File: config.mk
export PLATFORM = sky130hd
export DESIGN_NAME = pfe_engine
export DESIGN_NICKNAME = d
export VERILOG_FILES = /design/src/rtl/pfe_pkg.sv /design/src/rtl/pfe_fifo.sv /design/src/rtl/pfe_ctrl.sv /design/src/rtl/pfe_xfer.sv /design/src/rtl/pfe_engine.sv
export SDC_FILE = /design/constraint.sdc
export NUM_CORES = 1
export LEC_CHECK = 0
export BUFFER_PORTS_ARGS = -buffer_cell sky130_fd_sc_hd__buf_2
export CORE_ASPECT_RATIO = 1.2
export CORE_UTILIZATION = 37
export CTS_BUF_LIST = sky130_fd_sc_hd__clkbuf_8
export CTS_CLUSTER_DIAMETER = 120
export CTS_CLUSTER_SIZE = 30
export DETAILED_ROUTE_END_ITERATION = 8
export PLACE_DENSITY = 0.59
export SYNTH_ARGS = -nofsm -noshare
export SYNTH_HDL_FRONTEND = slang
export SYNTH_SLANG_ARGS = --single-unit
File: constraint.sdc
create_clock -name clk -period 6.3 [get_ports clk]
set_clock_uncertainty 0.05 [all_clocks]
set_input_delay 1.26 -clock clk [delete_from_list [all_inputs] [get_ports clk]]
set_output_delay 1.26 -clock clk [all_outputs]
set_load 0.03 [all_outputs]
File: src/rtl/pfe_pkg.sv
package pfe_pkg;
   localparam logic [2:0] RA_CFG    = 3'd0;
   localparam logic [2:0] RA_COUNT  = 3'd1;
   localparam logic [2:0] RA_CTRL   = 3'd2;
   localparam logic [2:0] RA_STATUS = 3'd3;
   localparam logic [2:0] RA_STOP   = 3'd4;

   localparam int CS_W    = 3;
   localparam int CS_LSB  = 24;
   localparam int THR_LSB = 8;
   localparam int EN_BIT  = 7;
   localparam int DMA_BIT = 2;
   localparam int DIR_BIT = 0;

   localparam int ST_DONE = 31;
   localparam int ST_FILL = 24;
   localparam int ST_HIT  = 23;
endpackage

File: src/rtl/pfe_fifo.sv
module pfe_fifo #(
   parameter int DEPTH = 64,
   parameter int W     = 8,
   localparam int AW   = $clog2(DEPTH),
   localparam int FW   = AW + 1
) (
   input  logic          clk,
   input  logic          rst_n,
   input  logic          flush,
   input  logic          push,
   input  logic [W-1:0]  din,
   input  logic          pop,
   output logic [W-1:0]  dout,
   output logic [FW-1:0] fill,
   output logic          full,
   output logic          empty
);
   if (DEPTH < 2 || (DEPTH & (DEPTH - 1)) != 0) begin : g_bad_depth
      $error("pfe_fifo: DEPTH must be a power of two");
   end

   logic [W-1:0]  mem [DEPTH];
   logic [AW-1:0] wp, rp;
   logic          do_push, do_pop;

   assign full    = (fill == FW'(DEPTH));
   assign empty   = (fill == '0);
   assign do_push = push && !full;
   assign do_pop  = pop && !empty;
   assign dout    = mem[rp];

   always_ff @(posedge clk or negedge rst_n) begin
      if (!rst_n) begin
         wp   <= '0;
         rp   <= '0;
         fill <= '0;
      end else if (flush) begin
         wp   <= '0;
         rp   <= '0;
         fill <= '0;
      end else begin
         if (do_push) wp <= wp + 1'b1;
         if (do_pop)  rp <= rp + 1'b1;
         case ({do_push, do_pop})
            2'b10:   fill <= fill + 1'b1;
            2'b01:   fill <= fill - 1'b1;
            default: fill <= fill;
         endcase
      end
   end

   always_ff @(posedge clk) begin
      if (do_push) mem[wp] <= din;
   end
endmodule

File: src/rtl/pfe_ctrl.sv
module pfe_ctrl
   import pfe_pkg::*;
#(
   parameter int CNT_W   = 16,
   parameter int FW      = 7,
   parameter int DEF_THR = 64
) (
   input  logic             clk,
   input  logic             rst_n,
   input  logic             reg_wr,
   input  logic [2:0]       reg_addr,
   input  logic [31:0]      reg_wdata,
   input  logic             idle,
   output logic [31:0]      cfg,
   output logic [CNT_W-1:0] count,
   output logic             run,
   output logic             done,
   output logic             refused,
   output logic             start,
   output logic             stop
);
   localparam logic [31:0] CFG_MASK = (32'(2**CS_W - 1) << CS_LSB)
                                    | (32'(2**FW - 1) << THR_LSB)
                                    | (32'd1 << EN_BIT)
                                    | (32'd1 << DMA_BIT)
                                    | (32'd1 << DIR_BIT);
   localparam logic [31:0] CFG_RST  = 32'(DEF_THR) << THR_LSB;

   logic wr_cfg, wr_cnt, wr_ctl, wr_stop, cs_match, refuse_now;

   assign wr_cfg   = reg_wr && (reg_addr == RA_CFG);
   assign wr_cnt   = reg_wr && (reg_addr == RA_COUNT);
   assign wr_ctl   = reg_wr && (reg_addr == RA_CTRL);
   assign wr_stop  = reg_wr && (reg_addr == RA_STOP);
   assign cs_match = (reg_wdata[CS_W-1:0] == cfg[CS_LSB +: CS_W]);

   assign start = wr_ctl && reg_wdata[0] && !run && cfg[EN_BIT];
   assign stop  = wr_stop && cs_match;

   assign refuse_now = ((wr_cfg || wr_cnt) && run)
                     || (wr_ctl && !start && (run || reg_wdata[0]))
                     || (wr_stop && !cs_match);

   always_ff @(posedge clk or negedge rst_n) begin
      if (!rst_n) begin
         cfg     <= CFG_RST;
         count   <= '0;
         run     <= 1'b0;
         done    <= 1'b0;
         refused <= 1'b0;
      end else begin
         refused <= refuse_now;
         if (stop) begin
            run  <= 1'b0;
            done <= 1'b0;
            cfg  <= '0;
         end else if (start) begin
            run  <= 1'b1;
            done <= 1'b0;
         end else if (run && idle) begin
            run  <= 1'b0;
            done <= 1'b1;
         end
         if (wr_cfg && !run) cfg   <= reg_wdata & CFG_MASK;
         if (wr_cnt && !run) count <= reg_wdata[CNT_W-1:0];
      end
   end
endmodule

File: src/rtl/pfe_xfer.sv
module pfe_xfer #(
   parameter int DEPTH = 64,
   parameter int CNT_W = 16,
   localparam int FW   = $clog2(DEPTH) + 1
) (
   input  logic             clk,
   input  logic             rst_n,
   input  logic             run,
   input  logic             load,
   input  logic             clear,
   input  logic             dir,
   input  logic             dma,
   input  logic [FW-1:0]    thr,
   input  logic [FW-1:0]    fill,
   input  logic             full,
   input  logic             empty,
   input  logic [CNT_W-1:0] count,
   input  logic [7:0]       fifo_dout,
   input  logic [7:0]       dev_rdata,
   input  logic [7:0]       host_wbyte,
   input  logic             host_push,
   input  logic             host_pop,
   output logic             dev_rd,
   output logic             dev_wr,
   output logic [CNT_W-1:0] dev_addr,
   output logic [CNT_W-1:0] remaining,
   output logic [7:0]       dev_wdata,
   output logic [7:0]       f_din,
   output logic             f_push,
   output logic             f_pop,
   output logic             hit,
   output logic             dma_req,
   output logic             idle
);
   logic [CNT_W-1:0] owed;
   logic [FW-1:0]    free_sp;
   logic             access, push_ok, rd_hit, wr_hit;

   assign access    = run && (remaining != '0) && (dir ? !empty : !full);
   assign dev_rd    = access && !dir;
   assign dev_wr    = access && dir;
   assign dev_addr  = count - remaining;
   assign dev_wdata = fifo_dout;

   assign push_ok = run && dir && host_push && (owed != '0) && !full;
   assign f_push  = dir ? push_ok : dev_rd;
   assign f_din   = dir ? host_wbyte : dev_rdata;
   assign f_pop   = dir ? dev_wr : (run && host_pop && !empty);

   assign free_sp = FW'(DEPTH) - fill;
   assign rd_hit  = (fill >= thr) || ((remaining == '0) && !empty);
   assign wr_hit  = (free_sp >= thr) && (owed != '0);
   assign hit     = run && (dir ? wr_hit : rd_hit);
   assign dma_req = hit && dma;
   assign idle    = (remaining == '0) && empty;

   always_ff @(posedge clk or negedge rst_n) begin
      if (!rst_n) begin
         remaining <= '0;
         owed      <= '0;
      end else if (clear) begin
         remaining <= '0;
         owed      <= '0;
      end else if (load) begin
         remaining <= count;
         owed      <= count;
      end else begin
         if (access)  remaining <= remaining - 1'b1;
         if (push_ok) owed      <= owed - 1'b1;
      end
   end
endmodule

File: src/rtl/pfe_engine.sv
module pfe_engine
   import pfe_pkg::*;
#(
   parameter int DEPTH   = 64,
   parameter int CNT_W   = 16,
   parameter int DEF_THR = 64
) (
   input  logic             clk,
   input  logic             rst_n,
   input  logic             reg_wr,
   input  logic [2:0]       reg_addr,
   input  logic [31:0]      reg_wdata,
   output logic [31:0]      reg_rdata,
   output logic             refused,
   input  logic             host_push,
   input  logic [7:0]       host_wbyte,
   input  logic             host_pop,
   output logic [7:0]       host_rbyte,
   output logic             dma_req,
   output logic [2:0]       dev_cs,
   output logic             dev_rd,
   output logic             dev_wr,
   output logic [CNT_W-1:0] dev_addr,
   output logic [7:0]       dev_wdata,
   input  logic [7:0]       dev_rdata
);
   localparam int FW = $clog2(DEPTH) + 1;

   if (CNT_W > 16 || CNT_W < 1) begin : g_bad_cnt
      $error("pfe_engine: CNT_W must be 1..16");
   end
   if (FW > 7) begin : g_bad_depth
      $error("pfe_engine: DEPTH must not exceed 64");
   end
   if (DEF_THR > DEPTH) begin : g_bad_thr
      $error("pfe_engine: DEF_THR must not exceed DEPTH");
   end

   logic [31:0]      cfg;
   logic [CNT_W-1:0] count, remaining;
   logic             run_w, done_w, start_w, stop_w, idle_w, hit_w;
   logic [FW-1:0]    fill_w;
   logic             full_w, empty_w, f_push, f_pop;
   logic [7:0]       f_din, f_dout;

   pfe_ctrl #(.CNT_W(CNT_W), .FW(FW), .DEF_THR(DEF_THR)) ctrl_i (
      .clk, .rst_n, .reg_wr, .reg_addr, .reg_wdata,
      .idle(idle_w), .cfg, .count, .run(run_w), .done(done_w),
      .refused, .start(start_w), .stop(stop_w)
   );

   pfe_fifo #(.DEPTH(DEPTH), .W(8)) fifo_i (
      .clk, .rst_n, .flush(start_w || stop_w), .push(f_push), .din(f_din),
      .pop(f_pop), .dout(f_dout), .fill(fill_w), .full(full_w), .empty(empty_w)
   );

   pfe_xfer #(.DEPTH(DEPTH), .CNT_W(CNT_W)) xfer_i (
      .clk, .rst_n, .run(run_w), .load(start_w), .clear(stop_w),
      .dir(cfg[DIR_BIT]), .dma(cfg[DMA_BIT]), .thr(cfg[THR_LSB +: FW]),
      .fill(fill_w), .full(full_w), .empty(empty_w), .count,
      .fifo_dout(f_dout), .dev_rdata, .host_wbyte, .host_push, .host_pop,
      .dev_rd, .dev_wr, .dev_addr, .remaining, .dev_wdata, .f_din,
      .f_push, .f_pop, .hit(hit_w), .dma_req, .idle(idle_w)
   );

   assign dev_cs     = cfg[CS_LSB +: CS_W];
   assign host_rbyte = f_dout;

   always_comb begin
      reg_rdata = '0;
      case (reg_addr)
         RA_CFG:    reg_rdata = cfg;
         RA_COUNT:  reg_rdata[CNT_W-1:0] = count;
         RA_CTRL:   reg_rdata[0] = run_w;
         RA_STATUS: begin
            reg_rdata[ST_DONE]         = done_w;
            reg_rdata[ST_FILL +: FW]   = fill_w;
            reg_rdata[ST_HIT]          = hit_w;
            reg_rdata[CNT_W-1:0]       = remaining;
         end
         default:   reg_rdata = '0;
      endcase
   end
endmodule

Yosys cells after proc, flatten, opt, wreduce, memory -nomap -nowiden

Memories as Yosys holds them, arrays and structs flattened.
Cells that the tools add are included.

Add/subtract/negate cells: 8
$lt $le $gt $ge: 2
Equal/unequal tests: 8
Mux-type cells: 31
Reductions and logical operators: 56

Operators with widths:

| operator                                           | count |
|---|---|
| two-way mux 16 bit                                 | 6 |
| two-way mux 32 bit                                 | 2 |
| one-hot mux 15 bit (3 select lines)                | 1 |
| logical AND 1 bit                                  | 32 |
| nonzero test 16 bit                                | 2 |
| subtractor 16 x 1 -> 16 bit, second input constant | 2 |
| two-way mux 6 bit                                  | 4 |
| one-hot mux 9 bit (2 select lines)                 | 1 |
| zero test 16 bit                                   | 1 |
| subtractor 16 bit                                  | 1 |
| >= comparator 7 bit                                | 2 |
| two-way mux 7 bit                                  | 2 |
| one-hot mux 7 bit (2 select lines)                 | 1 |
| adder 6 x 1 -> 6 bit, second input constant        | 2 |
| two-way mux 1 bit                                  | 12 |
| nonzero test 3 bit                                 | 4 |
| two-way mux 8 bit                                  | 1 |
| adder 7 x 1 -> 7 bit, second input constant        | 1 |
| == test 7 bit, second input constant               | 1 |
| zero test 7 bit                                    | 1 |
| subtractor 7 x 1 -> 7 bit, second input constant   | 1 |
| subtractor 7 bit, first input constant             | 1 |
| == test 3 x 2 -> 1 bit, second input constant      | 2 |
| zero test 1 bit                                    | 6 |
| 9 further kinds                                    | 16 |

Flip-flop bits (word level): 102
RAM bits: 512
Input bits: 56
Logic and storage cells: 116
Memories: 1

Memories:

| memory     | words | width | rd ports | clocked after Yosys merged registers in | write ports | RTL line       | RTL |
|---|---|---|---|---|---|---|---|
| fifo_i.mem | 64    | 8     | 1        | 0                                       | 1           | pfe_fifo.sv:22 | `logic [W-1:0] mem [DEPTH];` |

Longest topological paths before layout

Depth after elaboration: 10
Depth in mapped cells: 16
Mapped depth without buffers: 15

Cells and area by module

Synthesis repeated with hierarchy kept, for this count alone.

Cell total of the unflattened synthesis: 1769
Area, all modules: 26913.3 um^2

By module, submodules not included:

| module     | times used | cells an instance | area an instance (um^2) | sequential area each (um^2) |
|---|---|---|---|---|
| pfe_fifo   | 1          | 1112              | 21061.4                 | 15850.2 |
| pfe_xfer   | 1          | 438               | 3552.2                  | 800.8 |
| pfe_ctrl   | 1          | 121               | 1547.7                  | 802.0 |
| pfe_engine | 1          | 98                | 752.0                   | 0.0 |

Worst setup path before layout

No wires, ideal clock.

Path type: register -> output
Start: reg xfer_i.remaining[1]
End: out dev_addr[13]
Arrival: 2.890 ns
Data required time: 4.990 ns
Setup slack: 2.100 ns
Stages on the path, launching flop included: 8
Path through: dfrtp_1 inv_1 ha_1 nor2b_1 o31a_1 o21ai_0 o21ai_0 o311ai_0

Word-level cells in the longest chain between the ends: 1

RTL lines:

| item                   | RTL line         | RTL |
|---|---|---|
| from (decl)            | pfe_xfer.sv:26   | `output logic [CNT_W-1:0] remaining,` |
| from (signal assigned) | pfe_xfer.sv:65   | `remaining <= count;` |
| from (signal assigned) | pfe_xfer.sv:68   | `if (access) remaining <= remaining - 1'b1;` |
| subtractor 16 bit      | pfe_xfer.sv:42   | `assign dev_addr = count - remaining;` |
| to (decl)              | pfe_engine.sv:23 | `output logic [CNT_W-1:0] dev_addr,` |

No other way between the ends.

Final worst setup path

Start: reg fifo_i.rp[0]
End: out host_rbyte[4]

Word-level cells in the longest chain between the ends: 1

RTL lines:

| item                   | RTL line         | RTL |
|---|---|---|
| from (decl)            | pfe_fifo.sv:23   | `logic [AW-1:0] wp, rp;` |
| from (signal assigned) | pfe_fifo.sv:43   | `if (do_pop) rp <= rp + 1'b1;` |
| memory (64 x 8 bit)    | n/a              |  |
| to (decl)              | pfe_engine.sv:18 | `output logic [7:0] host_rbyte,` |

No other way between the ends.

==> results.md <==
- CP most frequent cell: a22oi_1
- Slew HR: 29.2%
- Worst path max stage delay: between 900 and 1000 ps
- Area share of the largest cell type after synthesis: roughly 60%
- Yosys warns: 0
- Max Cap Viol: 0
- CP endpoint kind: output port
- Antenna Nets Post-Route: 0
- Initial core utilization: 37.6%
- Seq cells post-synth: 595
- CP cell instances: buf_12, mux4_2, a22oi_1, nand2_1, a22oi_1, o221ai_1, buf_2
- Final Cycle Share: 82.9%
- Clk Tree Root Cell: clkbuf_8
- Sequential-to-total area share from yosys stat: 67.7%
- Share of layout cells above drive strength 1: 20.6%
- # rows: around 110
- Final setup vio count: 0
- Hold_buf cts: 0
- Avg Synthesized Cell Area: between 15 and 20 um^2
- Ports: approximately 130
- Via count: roughly 14000
- Cell Pwr Density: 451 nW/um^2
- Crit Path Category: reg -> out
- Leakage Power: 9.34 nW
- Die width: between 200 and 250 um
- Largest cells by area after synthesis: edfxtp_1, mux4_2, dfrtp_1, nor2_1, ha_1
- Fillcell total: 6273
- Clock sinks: about 600
- Antenna violations before repair: 1
- Post-route setup TNS: 0 ps
- Slew Limit Fails: 0
- Commonest non-fill, non-tap cell in the layout: edfxtp_1
- First-pass GRT wire length: 90400 um
- Setup repair bufs after CTS: 0
- Ys flop type: edfxtp_1
- CP arrival: just under 4000 ps
- Ys async rst share: ~14%
- Post-synthesis cell area: 25800 um^2
- Worst hold path type: in -> async
- Library cells used by synthesis: between 70 and 80
- Die area: 70700 um^2
- Area Overhead vs Synth: 7.49%
- H-tree lvl count: 1
- FMAX: roughly 0.19 GHz
- Cts bufs inserted: 24
- Initial DRC Count: 1439
- RSZ-0062 raised after global routing: no
- Pin count of the biggest net entering global routing: 67
- WP data required: between 4000 and 5000 ps
- Final WS setup: 1080 ps
- Startpoint types: register
- WL/cell: 23.2 um
- Pre-CTS WS: 1710 ps
- Worst Path Max Fanout: 35
- Total track usage: 16.8%
- Number of synthesized flops with an enable pin: 512
- DR pass1 iterations: 5
- Yosys top cell by area: edfxtp_1
- Wirelength, routed: 59500 um
- Grt ovf: 0
- Resize count post-CTS: 0
- Detailed placement HPWL: 38700 um
- Hold Violations, Final: 0
- IO Port Bufs: 106
- CTS tree: yes
- Least-Margin Pin Slew: approximately 1100 ps
- Core area: roughly 69000 um^2
- GPL Wtd Cong: 0.868
- Chip height: 291 um
- Worst hold slack: 367 ps
- Nets: 1738
- Commonest non-fill, non-tap cells in the layout: edfxtp_1, nor2_1, mux4_2
- Min Tclk post-route: 5220 ps
- Worst-path clk slew: 190 ps
- Vias in the first global route: approximately 14000
- Outcome: finished, final reports clean
- Longest Clk Path Bufs: 3
- Synthesized instance count: 1582
- Via-per-instance ratio: about 5.5
- Maximum VDD drop: 0.000454 V
- Core Util, Final: 40.4%
- DRC: 0
- Critical path's slowest cell: dfrtp_4
- Later-pin clock latency in the skew report: 680 ps
-- routing by layer --
layer | GRT usage (%) | part of all wire (%)
met1 | 22.9 | 42
met2 | 28.1 | 49
met3 | 1.67 | 5.5
met4 | 5.60 | 3.4
met5 | 0 | 0
-- through the flow --
stage / power (W) / cell area (um^2) / cells
finish: 0.0125 / 27700 / 2569
global route: 0.0132 / 27700 / 2569
CTS: 0.0126 / 27700 / 2568
detailed placement: 0.0111 / 27200 / 2524
global placement: 0.0110 / 27200 / 2524
floorplan: 0.00939 / 25800 / 1588
-- report_power, final --
group          internal [W]  leakage (nW)  switching [W]  total, W
Combinational       0.00214          3.42        0.00338   0.00552
Clock              0.000389         0.285        0.00115   0.00154
Sequential          0.00489          5.64       0.000542   0.00543
Total               0.00742          9.34        0.00508    0.0125
-- cell usage after synthesis, drive strengths merged, types with 4 or more instances --
cell      n
and3      9
and2      8
nand2b    4
clkbuf   60
nand3    25
a22o     16
a21o      6
o211ai    5
or2       4
nor4b     4
nor2b    11
mux2i    10
o31ai    10
or3       7
o21ai    32
a31oi     7
nor3     18
buf      45
edfxtp  512
o21a      7
mux2     33
o311ai    6
inv      40
a22oi    49
nand4     7
nand2    71
ha       39
xnor2    39
xor2     16
a221oi   16
nand3b    5
nor2    136
dfrtp    82
nor4      8
mux4    129
o221ai    9
a21oi    48
nor3b     4
-- worst paths after layout --
check,from,end,slack (ps),cells past startpoint
worst max-delay path,fifo_i.rp[0],host_rbyte[4],1080,7
worst min register to register,ctrl_i.cfg[2],ctrl_i.cfg[2],530,2
min in group clk,ctrl_i.cfg[2],ctrl_i.cfg[2],530,2
worst min-delay path,rst_n,ctrl_i.cfg[7],370,1
worst max register to register,fifo_i.fill[0],fifo_i.fill[6],1850,14
max in group asynchronous,rst_n,fifo_i.rp[1],4570,2
-- cell families after synthesis --
| group | count (synthesis) | synth area share (%) |
|---|---|---|
| compound gates | 237 | 6.56 |
| xor+xnor | 55 | 1.87 |
| fa+ha+maj | 41 | 2.05 |
| buf+inv | 145 | 2.44 |
| flops | 595 | 67.7 |
| mux | 172 | 13.1 |
| other cells | 1 | 0.0146 |
| simple gates | 336 | 6.21 |
-- state kept, by name, summed over array words and instances, names as in the netlist --
register / cells
fifo_i.rp: 6
fifo_i.fill: 7
ctrl_i.count: 16
fifo_i.mem: 512
ctrl_i.refused: 1
ctrl_i.done: 1
ctrl_i.cfg: 13
ctrl_i.run: 1
xfer_i.remaining: 16
xfer_i.owed: 16
fifo_i.wp: 6
-- critical path: cells and delay by family, from the launching register on --
family,cells,cell delay (ps)
compound gates,3,930
buf+inv,2,580
flops,1,950
mux,1,570
simple gates,1,160
-- area by class of cell --
class	count	area [um^2]	area share (%)
Antenna cell	1	2.50	0.00904
Inverter	40	150	0.542
Clock buffer	25	344	1.24
Timing Repair Buffer	132	778	2.81
Clock inverter	19	108	0.389
Sequential cell	595	17500	63.1
Multi-Input combinational cell	848	7710	27.8
Tap cell	909	1140	4.11
No activity file was read; power rests on OpenSTA's default activity.
